--- config.mk ---
export PLATFORM = sky130hd
export DESIGN_NAME = pws_page_writer
export DESIGN_NICKNAME = d
export VERILOG_FILES = /design/src/rtl/pws_pkg.sv /design/src/rtl/pws_chunker.sv /design/src/rtl/pws_ctrl.sv /design/src/rtl/pws_page_writer.sv
export SDC_FILE = /design/constraint.sdc
export NUM_CORES = 1
export LEC_CHECK = 0
export BUFFER_PORTS_ARGS = -buffer_cell sky130_fd_sc_hd__buf_2
export CAP_MARGIN = 20
export CORE_ASPECT_RATIO = 1.5
export CORE_MARGIN = 2
export CORE_UTILIZATION = 61
export CTS_CLUSTER_SIZE = 20
export DETAILED_ROUTE_END_ITERATION = 8
export HOLD_SLACK_MARGIN = 0.06
export MAX_ROUTING_LAYER = met4
export PLACE_DENSITY = 0.93
export SLEW_MARGIN = 20
export SYNTH_ARGS = -nofsm -noshare
export SYNTH_HDL_FRONTEND = slang
export SYNTH_SLANG_ARGS = --single-unit
--- constraint.sdc ---
create_clock -name clk -period 7.5 [get_ports clk]
set_input_delay 1.125 -clock clk [delete_from_list [all_inputs] [get_ports clk]]
set_output_delay 1.125 -clock clk [all_outputs]
set_load 0.02 [all_outputs]
--- src/rtl/pws_pkg.sv ---
package pws_pkg;
  typedef enum logic [2:0] {S_IDLE, S_NEXT, S_HDR, S_DATA, S_POLL_OP, S_POLL_RD} st_t;
  typedef enum logic [1:0] {K_LOAD, K_PROG, K_CMP} kind_t;

  localparam logic [7:0] OPC_LOAD = 8'h53;
  localparam logic [7:0] OPC_PROG = 8'h82;
  localparam logic [7:0] OPC_CMP  = 8'h60;
  localparam logic [7:0] OPC_STAT = 8'hD7;

  localparam int STAT_RDY  = 7;
  localparam int STAT_DIFF = 6;

  localparam logic [1:0] ERR_NONE  = 2'd0;
  localparam logic [1:0] ERR_RANGE = 2'd1;
  localparam logic [1:0] ERR_CMP   = 2'd2;
endpackage

--- src/rtl/pws_chunker.sv ---
module pws_chunker #(
  parameter int PAGE_BYTES = 264,
  parameter int PAGE_SHIFT = 9,
  parameter int NUM_PAGES  = 512,
  localparam int SIZE = PAGE_BYTES * NUM_PAGES,
  localparam int AW   = $clog2(SIZE),
  localparam int LW   = AW + 1,
  localparam int OW   = $clog2(PAGE_BYTES + 1),
  localparam int PW   = (NUM_PAGES > 1) ? $clog2(NUM_PAGES) : 1
) (
  input  logic          clk,
  input  logic          rst_n,
  input  logic          load,
  input  logic [AW-1:0] ld_addr,
  input  logic [LW-1:0] ld_len,
  input  logic          adv,
  output logic [OW-1:0] chunk,
  output logic          partial,
  output logic          last,
  output logic [23:0]   page_dev,
  output logic [23:0]   prog_dev
);
  logic [PW-1:0] page_q;
  logic [OW-1:0] offs_q;
  logic [LW-1:0] rem_q;
  logic [OW-1:0] room;

  always_comb begin
    room     = OW'(PAGE_BYTES) - offs_q;
    chunk    = (rem_q < LW'(room)) ? rem_q[OW-1:0] : room;
    partial  = (chunk != OW'(PAGE_BYTES));
    last     = (rem_q == LW'(chunk));
    page_dev = 24'(page_q) << PAGE_SHIFT;
    prog_dev = page_dev + 24'(offs_q);
  end

  always_ff @(posedge clk) begin
    if (!rst_n) begin
      page_q <= '0;
      offs_q <= '0;
      rem_q  <= '0;
    end else if (load) begin
      page_q <= PW'(ld_addr / PAGE_BYTES);
      offs_q <= OW'(ld_addr % PAGE_BYTES);
      rem_q  <= ld_len;
    end else if (adv) begin
      page_q <= page_q + 1'b1;
      offs_q <= '0;
      rem_q  <= rem_q - LW'(chunk);
    end
  end

  // a pending chunk is never empty and never crosses the page end
  p_chunk_fit_r2: assert property (@(posedge clk) disable iff (!rst_n)
    (rem_q != '0) |-> (chunk != '0 && (32'(offs_q) + 32'(chunk)) <= PAGE_BYTES));
endmodule

--- src/rtl/pws_ctrl.sv ---
module pws_ctrl
  import pws_pkg::*;
#(
  parameter int OW = 9
) (
  input  logic          clk,
  input  logic          rst_n,
  input  logic          launch,
  input  logic          verify,
  input  logic [OW-1:0] chunk,
  input  logic          partial,
  input  logic          last,
  input  logic [23:0]   page_dev,
  input  logic [23:0]   prog_dev,
  input  logic          in_valid,
  input  logic [7:0]    in_data,
  output logic          in_ready,
  output logic          sp_valid,
  output logic [7:0]    sp_byte,
  output logic          sp_end,
  input  logic          sp_ready,
  input  logic [7:0]    sp_rx,
  output logic          adv,
  output logic          fin,
  output logic          fin_cmp
);
  st_t           st;
  kind_t         kind;
  logic [1:0]    idx;
  logic [OW-1:0] dcnt;
  logic          verify_q;
  logic          xfer, rdy_seen, dlast;
  logic [23:0]   hdr_addr;

  always_comb begin
    sp_valid = (st == S_HDR) || (st == S_POLL_OP) || (st == S_POLL_RD) ||
               (st == S_DATA && in_valid);
    in_ready = (st == S_DATA) && sp_ready;
    xfer     = sp_valid && sp_ready;
    dlast    = (dcnt + OW'(1)) == chunk;
    hdr_addr = (kind == K_PROG) ? prog_dev : {page_dev[23:8], 8'h00};
    sp_byte  = 8'h00;
    sp_end   = 1'b0;
    unique case (st)
      S_HDR: begin
        unique case (idx)
          2'd0: sp_byte = (kind == K_LOAD) ? OPC_LOAD :
                          (kind == K_PROG) ? OPC_PROG : OPC_CMP;
          2'd1: sp_byte = hdr_addr[23:16];
          2'd2: sp_byte = hdr_addr[15:8];
          default: sp_byte = hdr_addr[7:0];
        endcase
        sp_end = (idx == 2'd3) && (kind != K_PROG);
      end
      S_DATA:    begin sp_byte = in_data;  sp_end = dlast; end
      S_POLL_OP: sp_byte = OPC_STAT;
      S_POLL_RD: sp_end = 1'b1;
      default: ;
    endcase
    rdy_seen = (st == S_POLL_RD) && xfer && sp_rx[STAT_RDY];
    fin_cmp  = rdy_seen && (kind == K_CMP) && sp_rx[STAT_DIFF];
    adv      = rdy_seen && (((kind == K_PROG) && !verify_q) ||
                            ((kind == K_CMP) && !sp_rx[STAT_DIFF]));
    fin      = fin_cmp || (adv && last);
  end

  always_ff @(posedge clk) begin
    if (!rst_n) begin
      st       <= S_IDLE;
      kind     <= K_PROG;
      idx      <= '0;
      dcnt     <= '0;
      verify_q <= 1'b0;
    end else begin
      unique case (st)
        S_IDLE: if (launch) begin
          st       <= S_NEXT;
          verify_q <= verify;
        end
        S_NEXT: begin
          kind <= partial ? K_LOAD : K_PROG;
          idx  <= '0;
          st   <= S_HDR;
        end
        S_HDR: if (xfer) begin
          idx <= idx + 1'b1;
          if (idx == 2'd3) begin
            dcnt <= '0;
            st   <= (kind == K_PROG) ? S_DATA : S_POLL_OP;
          end
        end
        S_DATA: if (xfer) begin
          dcnt <= dcnt + 1'b1;
          if (dlast) st <= S_POLL_OP;
        end
        S_POLL_OP: if (xfer) st <= S_POLL_RD;
        S_POLL_RD: if (xfer) begin
          if (!sp_rx[STAT_RDY]) st <= S_POLL_OP;
          else if (fin) st <= S_IDLE;
          else if (adv) st <= S_NEXT;
          else begin
            kind <= (kind == K_LOAD) ? K_PROG : K_CMP;
            idx  <= '0;
            st   <= S_HDR;
          end
        end
        default: st <= S_IDLE;
      endcase
    end
  end

  // a busy status sends the block back to another status frame
  p_poll_repeat_r5: assert property (@(posedge clk) disable iff (!rst_n)
    (st == S_POLL_RD && xfer && !sp_rx[STAT_RDY]) |=> (st == S_POLL_OP));
  // a compare mismatch ends the sequence
  p_cmp_stop_r6: assert property (@(posedge clk) disable iff (!rst_n)
    (st == S_POLL_RD && xfer && sp_rx[STAT_RDY] && sp_rx[STAT_DIFF] && kind == K_CMP)
    |=> (st == S_IDLE));
  // a command byte held back by the shifter stays put
  p_hdr_hold_r4: assert property (@(posedge clk) disable iff (!rst_n)
    (sp_valid && !sp_ready && st != S_DATA) |=> (sp_valid && $stable(sp_byte)));
endmodule

--- src/rtl/pws_page_writer.sv ---
module pws_page_writer
  import pws_pkg::*;
#(
  parameter int PAGE_BYTES = 264,
  parameter int PAGE_SHIFT = 9,
  parameter int NUM_PAGES  = 512,
  localparam int SIZE = PAGE_BYTES * NUM_PAGES,
  localparam int AW   = $clog2(SIZE),
  localparam int LW   = AW + 1,
  localparam int OW   = $clog2(PAGE_BYTES + 1)
) (
  input  logic          clk,
  input  logic          rst_n,
  input  logic          wr_start,
  input  logic [AW-1:0] wr_addr,
  input  logic [LW-1:0] wr_len,
  input  logic          wr_verify,
  output logic          wr_busy,
  output logic          wr_done,
  output logic [1:0]    wr_err,
  output logic [LW-1:0] wr_count,
  input  logic          in_valid,
  input  logic [7:0]    in_data,
  output logic          in_ready,
  output logic          sp_valid,
  output logic [7:0]    sp_byte,
  output logic          sp_end,
  input  logic          sp_ready,
  input  logic [7:0]    sp_rx
);
  logic          busy_q, done_q;
  logic [1:0]    err_q;
  logic [LW-1:0] count_q;
  logic [LW:0]   end_sum;
  logic          fits, accept, launch;
  logic [OW-1:0] chunk;
  logic          partial, last, adv, fin, fin_cmp;
  logic [23:0]   page_dev, prog_dev;

  always_comb begin
    end_sum = (LW+1)'(wr_addr) + (LW+1)'(wr_len);
    fits    = end_sum <= (LW+1)'(SIZE);
    accept  = wr_start && !busy_q;
    launch  = accept && fits && (wr_len != '0);
  end

  pws_chunker #(.PAGE_BYTES(PAGE_BYTES), .PAGE_SHIFT(PAGE_SHIFT), .NUM_PAGES(NUM_PAGES)) u_chunk (
    .clk(clk), .rst_n(rst_n), .load(launch), .ld_addr(wr_addr), .ld_len(wr_len),
    .adv(adv), .chunk(chunk), .partial(partial), .last(last),
    .page_dev(page_dev), .prog_dev(prog_dev)
  );

  pws_ctrl #(.OW(OW)) u_ctrl (
    .clk(clk), .rst_n(rst_n), .launch(launch), .verify(wr_verify),
    .chunk(chunk), .partial(partial), .last(last),
    .page_dev(page_dev), .prog_dev(prog_dev),
    .in_valid(in_valid), .in_data(in_data), .in_ready(in_ready),
    .sp_valid(sp_valid), .sp_byte(sp_byte), .sp_end(sp_end),
    .sp_ready(sp_ready), .sp_rx(sp_rx),
    .adv(adv), .fin(fin), .fin_cmp(fin_cmp)
  );

  always_ff @(posedge clk) begin
    if (!rst_n) begin
      busy_q  <= 1'b0;
      done_q  <= 1'b0;
      err_q   <= ERR_NONE;
      count_q <= '0;
    end else begin
      done_q <= 1'b0;
      if (accept && !launch) begin
        done_q  <= 1'b1;
        err_q   <= fits ? ERR_NONE : ERR_RANGE;
        count_q <= '0;
      end else if (launch) begin
        busy_q  <= 1'b1;
        err_q   <= ERR_NONE;
        count_q <= '0;
      end
      if (adv) count_q <= count_q + LW'(chunk);
      if (fin) begin
        busy_q <= 1'b0;
        done_q <= 1'b1;
        err_q  <= fin_cmp ? ERR_CMP : ERR_NONE;
      end
    end
  end

  assign wr_busy  = busy_q;
  assign wr_done  = done_q;
  assign wr_err   = err_q;
  assign wr_count = count_q;

  // completion is never reported while still busy
  p_done_idle_r11: assert property (@(posedge clk) disable iff (!rst_n)
    wr_done |-> !wr_busy);
  // a rejected range reports nothing written
  p_range_zero_r7: assert property (@(posedge clk) disable iff (!rst_n)
    (wr_done && wr_err == ERR_RANGE) |-> (wr_count == '0));
endmodule

==> results of run 1 <==
area by class of cell:
cell class	instances	share of cell area [%]
Multi-Input combinational cell	957	70.42
Sequential cell	77	16.64
Timing Repair Buffer	93	5.348
Clock buffer	9	2.431
Inverter	57	2.310
Tap cell	165	2.229
Clock inverter	7	0.6213
cells by family after synthesis:
group	after synthesis	share of synthesized area (%)
and+or+nand+nor	456	28.45
AOI/OAI and AO/OA	364	30.34
buffers and inverters	109	6.099
adders and majority gates	56	8.390
xor gates and xnor gates	68	7.033
muxes	13	1.707
DFF	77	17.98
synth_stat cells, types with 5 or more instances:
master,count
o21ai_1,6
and4_1,5
nor3_1,36
nor3b_1,5
o22ai_1,5
a22oi_1,8
a21boi_0,8
a211oi_2,5
o21bai_1,5
nor4_1,17
dfxtp_1,77
a31oi_1,18
buf_4,6
or3_1,12
nand2_1,81
o211ai_1,9
mux2i_1,6
ha_1,51
and3_1,13
xor2_1,18
nor2_1,125
inv_1,55
nand3_1,53
or2_2,8
a21o_1,26
o21a_1,9
a21oi_1,109
o31ai_1,7
nor2b_1,14
nand3b_1,8
xnor2_1,49
and2_1,11
buf_6,6
a211oi_1,22
nand2b_1,15
o21ai_0,46
nand4_1,14
a211o_1,6
clkbuf_1,26
power by group through the flow:
stage | Combinational, mW | Clock, mW | Sequential [mW]
after global routing | 1.12 | 0.435 | 0.480
after detailed placement | 0.995 | 0 | 0.482
after floorplan | 0.797 | 0 | 0.465
after CTS | 1.01 | 0.418 | 0.473
final | 1.03 | 0.418 | 0.477
after global placement | 0.970 | 0 | 0.481
routing by layer:
metal / part of all wire, % / global-route usage, % / vias up / wire, µm
met2: 51 / 59.37 / 432 / 12850
met3: 6.1 / 4.827 / 136 / 1557
met4: 6.7 / 23.15 / 0 / 1693
met1: 37 / 36.16 / 4241 / 9338
li1: - / - / 4346 / -
met5: 0 / - / - / 0
worst paths after layout:
kind / startpoint / endpoint
hold reg to reg: wr_err[0]$_SDFFE_PN0P_ / wr_err[0]$_SDFFE_PN0P_
setup reg to reg: u_chunk.offs_q[1]$_SDFFE_PN0P_ / u_chunk.rem_q[15]$_SDFFE_PN0P_
hold / removal: wr_err[0]$_SDFFE_PN0P_ / wr_err[0]$_SDFFE_PN0P_
setup / recovery: wr_addr[12] / u_chunk.offs_q[4]$_SDFFE_PN0P_
cells in the final DEF (no fill, tap or decap), types with 11 or more instances in the layout:
cell type,n
or3_1,12
ha_1,51
a21oi_1,109
a31oi_1,18
nor4_1,17
nand2b_1,15
xor2_1,18
nand2_1,81
xnor2_1,49
nand4_1,14
nor3_1,34
dfxtp_1,77
nand3_1,53
nor2b_1,14
buf_2,86
and2_1,11
a21o_1,26
a211oi_1,22
o21ai_0,46
inv_1,55
nor2_1,125
and3_1,13
state kept, by name, indices dropped and copies added (netlist names), 2 cells and up:
name / flops
u_chunk.rem_q: 19
u_ctrl.st: 3
u_ctrl.dcnt: 9
u_chunk.offs_q: 9
wr_count: 19
u_ctrl.idx: 2
u_chunk.page_q: 9
wr_err: 2
u_ctrl.kind: 2
worst register-to-register path, delay by kind of cell, from the launching register on:
kind | cells | cell delay [ns]
compound gates | 12 | 2.92
xor+xnor | 2 | 0.42
fa+ha+maj | 3 | 0.89
buf+inv | 3 | 0.24
flops | 1 | 0.37
simple gates | 8 | 1.34
through the flow:
stage / setup slack, ns / total power [mW] / utilization [%]
2_1_floorplan: 1.066 / 1.262 / -
3_3_place_gp: 0.4065 / 1.450 / 64.76
3_5_place_dp: 0.3506 / 1.477 / 64.76
4_1_cts: 0.6888 / 1.899 / 66.81
5_1_grt: 0.1530 / 2.036 / 66.84
6_report: 0.6065 / 1.926 / 66.84
==> metrics.csv, run 1 <==
stage;metric;value;unit
clock_network;tritoncts;done;
floorplanning;die_area;0.01504;mm²
run;drv_cap;0;
worst_setup_path;cp_max_fo;15;
power_and_ir_drop;switching_share;44.63;%
worst_setup_path;rrSetupSlack;1.22;ns
floorplanning;rows;53;
floorplanning;fp.dieH;149.2;µm
layout;regArea;0.001541;mm²
global_routing;grt_max_degree;82;
floorplanning;initial_core_util;61.87;%
clock_network;cts_resized;0;
floorplanning;boundaryPins;93;
yosys;syn-mean-instance-area;7.502;µm²
yosys;yosys-top-cells-area;dfxtp_1 18%, ha_1 7.4%, a21oi_1 6.4%;
sta;slew_violations;0;
layout;n_fill_cell;1181;
run_status;status;finished clean;
clock_network;cts_buffer_depth;2;
global_routing;grt_usage;34.54;%
layout;layout.nets;1308;
hold_path;min_path_cells;2;
route;drt_iter0_markers;630;
sta;min_period_over_period;91.91;%
route;ant_nets;0;
yosys;synth_edf_count;0;
sta;fmax;145.1;MHz
worst_setup_path;ff2ff_path_depth;28;
sta;fin_crit;6.893;ns
clock_network;cts_hold_buffers;0;
clock_network;cts.reportedPaths.clkPinSlew;0.06;ns
worst_setup_path;cp_cell_sequence;buf_2 > nand2b_1 > a311oi_2 > nand2_2 > o311ai_1 > xnor2_1 > o31ai_4 > o2bb2ai_2 > a221oi_2 > a21oi_1 > a2111oi_1 > nor3_1 > or2_2 > a2111o_1 > nand2b_2 > a21o_1 > a2111oi_1 > nor2_1 > xnor2_1 > a211oi_1;
power_and_ir_drop;p_switching;859.6;µW
worst_setup_path;critPathLaunchType;input port;
power_and_ir_drop;ir_drop;0.0001353;V
global_routing;grt_pass1_wl;41.18;mm
clock_network;root_buffer;clkbuf_16;
worst_setup_path;cp.buffers_inverters;1;
yosys;yosys.area.top_type;dfxtp_1;
worst_setup_path;max_stage_delay;0.64;ns
yosys;ys.flop_type;dfxtp_1;
route;vias;9155;
hold_path;hold_class;reg2reg;
yosys;synth_fp_nets;1256;
yosys;ys_ff_latch;77;
global_routing;grt_pass1_vias;8803;
route;dr.pass1.iters;5;
yosys;yosys_warnings;0;
floorplanning;die_w;100.8;µm
power_and_ir_drop;sequentialPowerShare;24.7;%
route;wl_per_cell;18.64;µm
worst_setup_path;cp_data_arrival_time;7.16;ns
yosys;synthArstFlopShare;0;%
power_and_ir_drop;pwr_density_cell;207.9;mW/mm²
yosys;yosysSeqAreaShare;17.98;%
layout;area_delta_synth_final;8.040;%
global_routing;antenna_found_initial;0;
floorplanning;core_area;0.01386;mm²
worst_setup_path;crit_type;in2reg;
placed_design;portBuffers;86;
yosys;synth_cells;1143;
layout;multi_input_area;0.006524;mm²
clock_network;clock_latency;0.36;ns
placed_design;placedInstanceArea;0.008976;mm²
worst_setup_path;crit_slowest_cell;a2111oi_1;
yosys;synth_area;0.008574;mm²
sta;hold_violations;0;
sta;rsz0062_at_grt;no;
yosys;synth.distinct_cells;121;
sta;hold_slack;0.4702;ns
worst_setup_path;critical_path_required;7.76;ns
yosys;yosysTopAreaCellShare;17.98;%
route;vias_per_cell;6.707;
sta;worst_pin_slew;0.8125;ns
sta;finalClockSkew;0.01384;ns
power_and_ir_drop;combPwrFrac;53.6;%
placed_design;hpwl;19.33;mm
worst_setup_path;end_kind;register;
layout;final_cells;1365;
sta;finalSetupTns;0;ns
route;wl;25.44;mm
placed_design;gp_congestion;1.016;
layout;drive_gt1_share;16.42;%
clock_network;cts_buffers;9;
clock_network;post-cts-setup-buffers;0;
power_and_ir_drop;power_frac_clock;21.7;%
sta;setup_viol;0;
clock_network;cts.sinks;77;
layout;design_area;0.009264;mm²
route;drc;0;
layout;antenna_cells;0;
clock_network;ctsHtreeMaxLevel;3;
sta;maxSlewHeadroom;45.41;%
power_and_ir_drop;p_int;1.067;mW
placed_design;place_inst;1349;
worst_setup_path;critical_path_depth;20;
worst_setup_path;cp_top_family;compound AO/OA/AOI/OAI gates;
global_routing;grt-ovfl-total;0;
power_and_ir_drop;p_leak;3.790;nW
Power figures use the tool's default switching activity.
==> inputs of run 2 (changes only) <==
--- a/config.mk
+++ b/config.mk
@@ -9,12 +9,13 @@
 export CAP_MARGIN = 20
 export CORE_ASPECT_RATIO = 1.5
 export CORE_MARGIN = 2
-export CORE_UTILIZATION = 61
+export CORE_UTILIZATION = 62
+export CTS_BUF_LIST = sky130_fd_sc_hd__clkbuf_8
 export CTS_CLUSTER_SIZE = 20
 export DETAILED_ROUTE_END_ITERATION = 8
 export HOLD_SLACK_MARGIN = 0.06
 export MAX_ROUTING_LAYER = met4
-export PLACE_DENSITY = 0.93
+export PLACE_DENSITY = 0.95
 export SLEW_MARGIN = 20
 export SYNTH_ARGS = -nofsm -noshare
 export SYNTH_HDL_FRONTEND = slang
==> metrics.csv, run 2 (synthesis gave the netlist of run 1 again) <==
stage;metric;value;unit;change
clock_network;cts.reportedPaths.clkPinSlew;0.07;ns;about the same
run_status;status;finished clean;;
floorplanning;initial_core_util;63.36;%;+1.5 points
floorplanning;die_area;0.01481;mm²;-1.6%
worst_setup_path;crit_slowest_cell;or4_4;;
placed_design;place_inst;1345;;-0.30%
clock_network;ctsHtreeMaxLevel;3;;unchanged
sta;min_period_over_period;91.62;%;-0.30 points
route;drc;0;;unchanged
layout;mostFrequentLayoutCell;nor2_1;;
global_routing;grt_usage;33.54;%;-1.0 points
layout;area_delta_synth_final;6.858;%;
floorplanning;fp.dieH;148.0;µm;-0.79%
sta;maxSlewHeadroom;42.57;%;-2.8 points
worst_setup_path;max_stage_delay;0.54;ns;-0.10 ns
sta;finalClockSkew;0.009156;ns;-0.004688 ns
clock_network;root_buffer;clkbuf_8;;
route;vias_per_cell;6.679;;-0.41%
global_routing;grt_pass1_vias;8718;;-0.97%
sta;fmax;145.5;MHz;+0.32%
route;vias;9104;;-0.56%
power_and_ir_drop;pwr_density_cell;197.4;mW/mm²;-5.1%
sta;hold_violations;0;;unchanged
clock_network;cts_resized;0;;unchanged
sta;fin_crit;6.871;ns;-0.02228 ns
clock_network;cts_buffers;9;;unchanged
floorplanning;core_area;0.01353;mm²;-2.4%
clock_network;cts_hold_buffers;0;;unchanged
layout;final_cell_mix;125 x nor2_1, 109 x a21oi_1, 86 x buf_2, 81 x nand2_1, 77 x dfxtp_1;;
worst_setup_path;cpMostUsedCell;nand2_2;;
worst_setup_path;end_kind;register;;
worst_setup_path;crit_type;in2reg;;
placed_design;gp_congestion;1.019;;+0.27%
sta;setup_viol;0;;unchanged
sta;rsz0062_at_grt;no;;
clock_network;clock_latency;0.37;ns;about the same
route;dr.pass1.iters;5;;unchanged
worst_setup_path;cp_top_family;compound AO/OA/AOI/OAI gates;;
layout;layout.nets;1307;;-0.076%
clock_network;tritoncts;done;;
route;wl_per_cell;17.77;µm;-4.7%
placed_design;portBuffers;86;;unchanged
global_routing;grt-ovfl-total;0;;unchanged
worst_setup_path;cp_max_fo;14;;-1
floorplanning;rows;52;;-1.9%
worst_setup_path;cp_cell_sequence;buf_2 > nand2b_1 > a311oi_2 > nand2_2 > o311ai_1 > xnor2_1 > nor3_2 > or3_1 > a2111o_1 > a21oi_1 > a21o_1 > mux2_4 > or4_4 > o211ai_2 > nand2_2 > o32ai_4 > nor2_1 > o31ai_4 > mux2_1 > a211oi_2;;
layout;regArea;0.001541;mm²;unchanged
clock_network;post-cts-setup-buffers;0;;unchanged
power_and_ir_drop;p_leak;3.753;nW;-0.96%
floorplanning;boundaryPins;93;;unchanged
hold_path;hold_class;reg2reg;;
worst_setup_path;cp_data_arrival_time;7.16;ns;about the same
route;drt_iter0_markers;712;;+13%
clock_network;cts.sinks;77;;unchanged
route;ant_nets;0;;unchanged
route;wl;24.22;mm;-4.8%
worst_setup_path;critical_path_required;7.79;ns;+0.03 ns
sta;slew_violations;0;;unchanged
worst_setup_path;cp.buffers_inverters;1;;unchanged
layout;n_fill_cell;1146;;-3.0%
floorplanning;die_w;100.0;µm;-0.78%
sta;worst_pin_slew;0.8549;ns;+0.04240 ns
power_and_ir_drop;ir_drop;0.00009874;V;-27%
global_routing;grt_max_degree;82;;unchanged
placed_design;hpwl;18.81;mm;-2.6%
global_routing;antenna_found_initial;2;;+2
run;drv_cap;0;;unchanged
sta;finalSetupTns;0;ns;unchanged
layout;final_cells;1363;;-0.15%
clock_network;cts_buffer_depth;2;;unchanged
layout;drive_gt1_share;16.11;%;-0.31 points
global_routing;grt_pass1_wl;39.65;mm;-3.7%
worst_setup_path;critPathLaunchType;input port;;
layout;multi_input_area;0.006519;mm²;about the same
-- run 2: cell count changes in the layout (fill, tap and decap cells not counted), sizes merged --
| cell | previous run | this run |
|---|---|---|
| buf | 93 | 92 |
| bufinv | 0 | 1 |
| clkbuf | 9 | 10 |
| clkinvlp | 2 | 0 |
| diode | 0 | 3 |
| inv | 59 | 58 |
-- run 2: where the power goes --
| part | switching, mW | internal [mW] | total (mW) |
|---|---|---|---|
| combinational | 0.615 | 0.404 | 1.02 |
| sequential | 0.0407 | 0.433 | 0.474 |
| clock | 0.157 | 0.159 | 0.317 |
-- run 2: tightest hold or removal path: stages, from the launching register on --
cell and delay [ns]:
dfxtp_1 0.31, inv_1 0.05, a2111oi_0 0.07
-- run 2: stage by stage --
stage	utilization (%)	total power, mW	hold WS [ns]	setup WS [ns]	instance area [µm²]
floorplan	-	1.262	0.4611	1.066	8574
global placement	66.24	1.449	0.4533	0.4257	8965
detailed placement	66.24	1.474	0.4648	0.3285	8965
CTS	67.65	1.789	0.4746	0.6980	9155
global route	67.69	1.917	0.5058	0.2208	9160
finish	67.71	1.809	0.4751	0.6288	9163
-- run 2: area by class of cell --
| class | count | share of cell area, % |
|---|---|---|
| antenna | 3 | 0.08193 |
| timing repair buffer | 92 | 5.326 |
| tap | 162 | 2.212 |
| inverter | 57 | 2.335 |
| clock inverter | 5 | 0.5735 |
| sequential | 77 | 16.82 |
| clock buffer | 10 | 1.502 |
| multi-input combinational | 957 | 71.15 |
-- run 2: metal layers --
metal	track usage, %	up-vias	part of all wire [%]
li1	-	4334	-
met1	33.69	4256	37
met2	59.22	391	51
met3	6.241	123	6.7
met4	20.68	0	5.9
met5	-	-	0
-- run 2: path summary, 6_finish.rpt --
check	startpoint	endpoint	slack, ns	depth (start not counted)
setup / recovery	wr_addr[17]	u_chunk.offs_q[6]$_SDFFE_PN0P_	0.63	20
hold / removal	wr_err[0]$_SDFFE_PN0P_	wr_err[0]$_SDFFE_PN0P_	0.48	2
setup reg to reg	u_chunk.offs_q[0]$_SDFFE_PN0P_	u_chunk.rem_q[15]$_SDFFE_PN0P_	1.31	28
hold reg to reg	wr_err[0]$_SDFFE_PN0P_	wr_err[0]$_SDFFE_PN0P_	0.48	2
